===== src/rtl/dfa_pkg.sv =====
// Package: shared types for the display fetch address generator.
// Assumes nothing beyond standard SystemVerilog.
package dfa_pkg;

    // Treatment of an output line, decided at its line strobe.
    typedef enum logic [1:0] {
        LK_FETCH   = 2'd0,  // fetch from an advanced (or initial) base
        LK_REPLAY  = 2'd1,  // doubled odd line: reuse buffered data
        LK_RESTART = 2'd2   // split-screen match: fetch from address 0
    } line_kind_e;

endpackage


===== src/rtl/dfa_line_tracker.sv =====
// Module: dfa_line_tracker
// Counts output lines within a frame and keeps the source-line base
// address. At each line strobe it decides whether the line is fetched,
// replayed or restarted at zero. Assumes frame_start wins over line_start.
module dfa_line_tracker
    import dfa_pkg::*;
#(
    parameter int AW = 24,
    parameter int LW = 11
) (
    input  logic          clk,
    input  logic          rst_n,
    input  logic          frame_start,
    input  logic          line_start,
    input  logic [AW-1:0] start_offset,
    input  logic [AW-1:0] line_delta,
    input  logic          split_en,
    input  logic [LW-1:0] split_line,
    input  logic          dbl_en,
    output logic [AW-1:0] base_nxt,
    output logic          line_fetch,
    output logic          replay
);

    logic [LW-1:0] line_cnt_q;
    logic [AW-1:0] base_q;
    logic          replay_q;
    line_kind_e    kind;

    // Classify the line about to start; the split match has priority.
    always_comb begin
        if (split_en && (line_cnt_q == split_line)) begin
            kind = LK_RESTART;
        end else if (dbl_en && line_cnt_q[0]) begin
            kind = LK_REPLAY;
        end else begin
            kind = LK_FETCH;
        end
    end

    // Work out the base address of the line about to start.
    always_comb begin
        unique case (kind)
            LK_RESTART: base_nxt = '0;
            LK_REPLAY:  base_nxt = base_q;
            default:    base_nxt = (line_cnt_q == '0) ? base_q : base_q + line_delta;
        endcase
    end

    // A line is fetched unless it is a replay or a frame strobe overrides it.
    assign line_fetch = line_start && !frame_start && (kind != LK_REPLAY);
    assign replay     = replay_q;

    // Keep the line index, the base and the replay flag.
    always_ff @(posedge clk) begin
        if (!rst_n) begin
            line_cnt_q <= '0;
            base_q     <= '0;
            replay_q   <= 1'b0;
        end else if (frame_start) begin
            line_cnt_q <= '0;
            base_q     <= start_offset;
            replay_q   <= 1'b0;
        end else if (line_start) begin
            line_cnt_q <= line_cnt_q + 1'b1;
            base_q     <= base_nxt;
            replay_q   <= (kind == LK_REPLAY);
        end
    end

endmodule


===== src/rtl/dfa_word_seq.sv =====
// Module: dfa_word_seq
// Issues the DWORD requests of one line through a valid/ready handshake,
// stepping by 1 or by 4. The stride is latched at the line strobe.
// Assumes fetch_ready may be asserted at any time.
module dfa_word_seq #(
    parameter int AW = 24,
    parameter int CW = 10
) (
    input  logic          clk,
    input  logic          rst_n,
    input  logic          frame_start,
    input  logic          line_start,
    input  logic          line_fetch,
    input  logic [AW-1:0] base_nxt,
    input  logic [CW-1:0] line_dwords,
    input  logic          skip4_en,
    input  logic          fetch_ready,
    output logic          fetch_valid,
    output logic [AW-1:0] fetch_addr
);

    localparam logic [AW-1:0] STEP_ONE  = AW'(1);
    localparam logic [AW-1:0] STEP_FOUR = AW'(4);

    logic          valid_q;
    logic [AW-1:0] addr_q;
    logic [CW-1:0] remain_q;
    logic          skip4_q;
    logic [AW-1:0] step;

    // Choose the address step for the current line.
    assign step = skip4_q ? STEP_FOUR : STEP_ONE;

    // Start, advance, finish or abandon the burst of the current line.
    always_ff @(posedge clk) begin
        if (!rst_n) begin
            valid_q  <= 1'b0;
            addr_q   <= '0;
            remain_q <= '0;
            skip4_q  <= 1'b0;
        end else if (frame_start) begin
            valid_q  <= 1'b0;
        end else if (line_start) begin
            if (line_fetch && (line_dwords != '0)) begin
                valid_q  <= 1'b1;
                addr_q   <= base_nxt;
                remain_q <= line_dwords - 1'b1;
                skip4_q  <= skip4_en;
            end else begin
                valid_q  <= 1'b0;
            end
        end else if (valid_q && fetch_ready) begin
            if (remain_q == '0) begin
                valid_q  <= 1'b0;
            end else begin
                addr_q   <= addr_q + step;
                remain_q <= remain_q - 1'b1;
            end
        end
    end

    assign fetch_valid = valid_q;
    assign fetch_addr  = addr_q;

endmodule


===== src/rtl/disp_fetch_addr_gen.sv =====
// Module: disp_fetch_addr_gen (top)
// Generates the frame-buffer fetch addresses for display scan-out. It
// supports split-screen restart, line doubling with a replay flag, and
// fetching every fourth DWORD. Assumes the strobes last one cycle each.
module disp_fetch_addr_gen #(
    parameter int AW = 24,
    parameter int LW = 11,
    parameter int CW = 10
) (
    input  logic          clk,
    input  logic          rst_n,
    input  logic          frame_start,
    input  logic          line_start,
    input  logic [AW-1:0] cfg_start_offset,
    input  logic [AW-1:0] cfg_line_delta,
    input  logic [CW-1:0] cfg_line_dwords,
    input  logic          cfg_split_en,
    input  logic [LW-1:0] cfg_split_line,
    input  logic          cfg_dbl_en,
    input  logic          cfg_skip4_en,
    input  logic          fetch_ready,
    output logic          fetch_valid,
    output logic [AW-1:0] fetch_addr,
    output logic          line_replay
);

    logic [AW-1:0] base_nxt;
    logic          line_fetch;

    // Line index, line base and replay decision.
    dfa_line_tracker #(.AW(AW), .LW(LW)) u_track (
        .clk          (clk),
        .rst_n        (rst_n),
        .frame_start  (frame_start),
        .line_start   (line_start),
        .start_offset (cfg_start_offset),
        .line_delta   (cfg_line_delta),
        .split_en     (cfg_split_en),
        .split_line   (cfg_split_line),
        .dbl_en       (cfg_dbl_en),
        .base_nxt     (base_nxt),
        .line_fetch   (line_fetch),
        .replay       (line_replay)
    );

    // Request burst within a line.
    dfa_word_seq #(.AW(AW), .CW(CW)) u_seq (
        .clk          (clk),
        .rst_n        (rst_n),
        .frame_start  (frame_start),
        .line_start   (line_start),
        .line_fetch   (line_fetch),
        .base_nxt     (base_nxt),
        .line_dwords  (cfg_line_dwords),
        .skip4_en     (cfg_skip4_en),
        .fetch_ready  (fetch_ready),
        .fetch_valid  (fetch_valid),
        .fetch_addr   (fetch_addr)
    );

endmodule


===== config.mk =====
export PLATFORM = sky130hd
export DESIGN_NAME = disp_fetch_addr_gen
export DESIGN_NICKNAME = d
export VERILOG_FILES = /design/src/rtl/dfa_pkg.sv /design/src/rtl/dfa_line_tracker.sv /design/src/rtl/dfa_word_seq.sv /design/src/rtl/disp_fetch_addr_gen.sv
export SDC_FILE = /design/constraint.sdc
export NUM_CORES = 1
export LEC_CHECK = 0
export ABC_CLOCK_PERIOD_IN_PS = 3900
export BUFFER_PORTS_ARGS = -buffer_cell sky130_fd_sc_hd__buf_2
export CAP_MARGIN = 25
export CORE_MARGIN = 3
export CORE_UTILIZATION = 50
export DETAILED_ROUTE_END_ITERATION = 16
export GPL_ROUTABILITY_DRIVEN = 0
export PLACE_DENSITY = 0.76
export REMOVE_ABC_BUFFERS = 1
export SYNTH_ARGS = -nofsm -noshare
export SYNTH_HDL_FRONTEND = slang
export SYNTH_HIERARCHICAL = 1
export SYNTH_SLANG_ARGS = --single-unit

===== constraint.sdc =====
create_clock -name clk -period 3.9 [get_ports clk]
set_clock_uncertainty 0.1 [all_clocks]
set_input_delay 0.39 -clock clk [delete_from_list [all_inputs] [get_ports clk]]
set_output_delay 0.39 -clock clk [all_outputs]
set_load 0.005 [all_outputs]

==> results.sh <==
export IMPL_status="finished, final reports clean"
export IMPL_setup_violations=0
export IMPL_grt_pass1_vias=6069
export IMPL_syn_area_sq_um=5674
export IMPL_max_cap_viol_count=0
export IMPL_cts_tree="built"
export IMPL_finalWorstSetupSlack_ps=239.9
export IMPL_hold_violations=0
export IMPL_p_total_mw=2.212
export IMPL_cts_repair_resized=0
export IMPL_path_clk_slew_ps=60
export IMPL_vias=6319
export IMPL_crit_required_ps=4030
export IMPL_post_cts_buffers=0
export IMPL_synth_top_area_cell="dfxtp_1"
export IMPL_syn2layout_area_growth_pct=16.47
export IMPL_drt_initial_drc_count=628
export IMPL_cellLeakagePower_nw=2.784
export IMPL_holdWs_ps=188.2
export IMPL_htreeDepth=3
export IMPL_insertion_delay_ps=340
export IMPL_cp_max_fo=4
export IMPL_portBuffers=102
export IMPL_end_kind="register"
export IMPL_hp_start="cfg_start_offset[15]"
export IMPL_antenna_found_initial=0
export IMPL_slew_violations=0
export IMPL_peakVddDrop_mv=0.2569
export IMPL_critical_path_arrival_ps=3790
export IMPL_yosysWarnings=6
export IMPL_cts_buffers=9
export IMPL_fp_dieH_um=112.5
export IMPL_gr_usage_all_layers_pct=27.21
export IMPL_initial_utilization_pct=51.66
export IMPL_grt_pass1_wl_um=28880
export IMPL_synth_seq_cells=72
export IMPL_fill_cells=1031
export IMPL_maxSlewHeadroom_pct=39.79
export IMPL_worst_pin_slew_ps=902.2
export IMPL_drive_gt1_share_pct=17.49
export IMPL_ys_seq_area_share_pct=25.40
export IMPL_placed_area_sq_um=6289
export IMPL_dpl_hpwl_um=12550
export IMPL_synth_top_area_share_pct=25.40
export IMPL_cellPowerDensity_nw_per_um2=334.7
export IMPL_synthArstFlopShare_pct=0
export IMPL_final_min_period_over_clock_period_pct=93.85
export IMPL_synth_cells=765
export IMPL_cts_buffer_depth=2
export IMPL_gr_total_overflow=0
export IMPL_synthTopCellsByCount="86 x nor2_1, 81 x a21oi_1, 72 x dfxtp_1, 69 x nand2_1, 53 x o21ai_0"
export IMPL_clockRootBuffer="clkbuf_16"
export IMPL_dieArea_sq_um=12660
export IMPL_min_path_type="in2reg"
export IMPL_worstSetupStartpoint="u_track/base_q[0]"
export IMPL_fin_nets=954
export IMPL_max_freq_ghz=0.2732
export IMPL_r2r_start="u_track/base_q[0]"
export IMPL_drt_pass1_iterations=6
export IMPL_synth_area_leaders="dfxtp_1 25%, a21oi_1 7.1%, ha_1 6.4%"
export IMPL_die_width_um=112.5
export IMPL_grt_max_degree=58
export IMPL_antenna_left=0
export IMPL_avgSynthCellArea_sq_um=7.417
export IMPL_critical_path_class="reg2reg"
export IMPL_ios=103
export IMPL_routed_via_density=6.370
export IMPL_clkSinkCount=72
export IMPL_drcViolationCount=0
export IMPL_synth_most_common_cell="nor2_1"
export IMPL_synth_edf_count=0
export IMPL_row_count=38
export IMPL_core_area_sq_um=10980
export IMPL_rsz0062_at_grt="no"
export IMPL_cts_hold_buf=0
export IMPL_place_ws_ps=125.9
export IMPL_synthFlopType="dfxtp_1"
export IMPL_wirelength_um=17590
export IMPL_critPathLaunchType="register"
export IMPL_ys_types=67
export IMPL_finalInstanceArea_sq_um=6609
export IMPL_period_minus_slack_ps=3660
export IMPL_wl_per_cell_um=17.73
export IMPL_antenna_cells=0
[sequential cells by signal (all words and copies together) (netlist names)]
signal              flops
u_seq/fetch_valid       1
u_seq/fetch_addr       24
u_seq/skip4_q           1
u_track/base_q         24
u_track/replay          1
u_track/line_cnt_q     11
u_seq/remain_q         10
[where the power goes]
group | total (mW) | internal, mW | switching, mW
clock network | 0.896 | 0.561 | 0.335
registers | 0.791 | 0.763 | 0.0280
logic | 0.526 | 0.220 | 0.306
total | 2.21 | 1.54 | 0.669
[placed cells by master (no fill, tap or decap), drive strengths merged, types with 12 or more instances in the layout]
cell	instances
o21ai	58
inv	24
xor2	13
a21oi	81
nand2	69
buf	113
mux2i	20
nand3	17
and3	12
dfxtp	72
nor4	16
nor3	17
xnor2	23
nor2	86
ha	29
a31oi	14
[through the flow]
step | std cells | TNS, ps | util, %
2_1_floorplan | 723 | -17280 | -
3_3_place_gp | 976 | 0 | 57.26
3_5_place_dp | 976 | 0 | 57.26
4_1_cts | 992 | 0 | 60.17
5_1_grt | 992 | 0 | 60.17
6_report | 992 | 0 | 60.17
[cells by family (layout without fill, tap and decap cells)]
family,count (synthesis),in the layout,synth area share [%]
AND/OR/NAND/NOR,278,278,23.44
AO/OA/AOI/OAI,263,263,30.61
flip-flops,72,72,25.40
buffers and inverters,65,152,4.520
XOR/XNOR,36,36,5.557
adder cells (fa/ha/maj),30,30,6.748
multiplexers,21,21,3.727
[layer usage]
metal | up-vias | global-route usage, % | wire length, um
li1 | 3003 | - | -
met1 | 2978 | 34.96 | 7579
met2 | 294 | 44.85 | 8296
met3 | 44 | 5.013 | 1310
met4 | 0 | 11.46 | 401
met5 | - | 0 | 0
[final timing paths]
| kind | to | slack (ps) | cells after the start |
|---|---|---|---|
| min | u_track/base_q[15] | 190 | 2 |
| max | u_seq/fetch_addr[20] | 240 | 12 |
| max reg2reg | u_seq/fetch_addr[20] | 240 | 12 |
| min reg2reg | u_seq/fetch_addr[2] | 380 | 2 |
[worst max-delay path: stages, from the launching register on]
cell,delay [ps]
dfxtp_1,330
ha_1,220
fa_1,450
a211oi_2,270
o21bai_1,170
o311a_1,360
a31o_1,270
a221o_1,390
a31oi_1,230
xor2_1,240
o21ai_1,90
a22o_1,230
a32o_1,200
[cell type report]
| class | instances | area (sq um) | share of cell area [%] |
|---|---|---|---|
| Sequential cell | 72 | 1441 | 21.81 |
| Timing Repair Buffer | 113 | 595.6 | 9.012 |
| Multi-Input combinational cell | 628 | 3990 | 60.37 |
| Inverter | 23 | 86.33 | 1.306 |
| Clock inverter | 7 | 95.09 | 1.439 |
| Tap cell | 140 | 175.2 | 2.651 |
| Clock buffer | 9 | 225.2 | 3.408 |
Note: power is estimated with default switching activity, not from simulation.
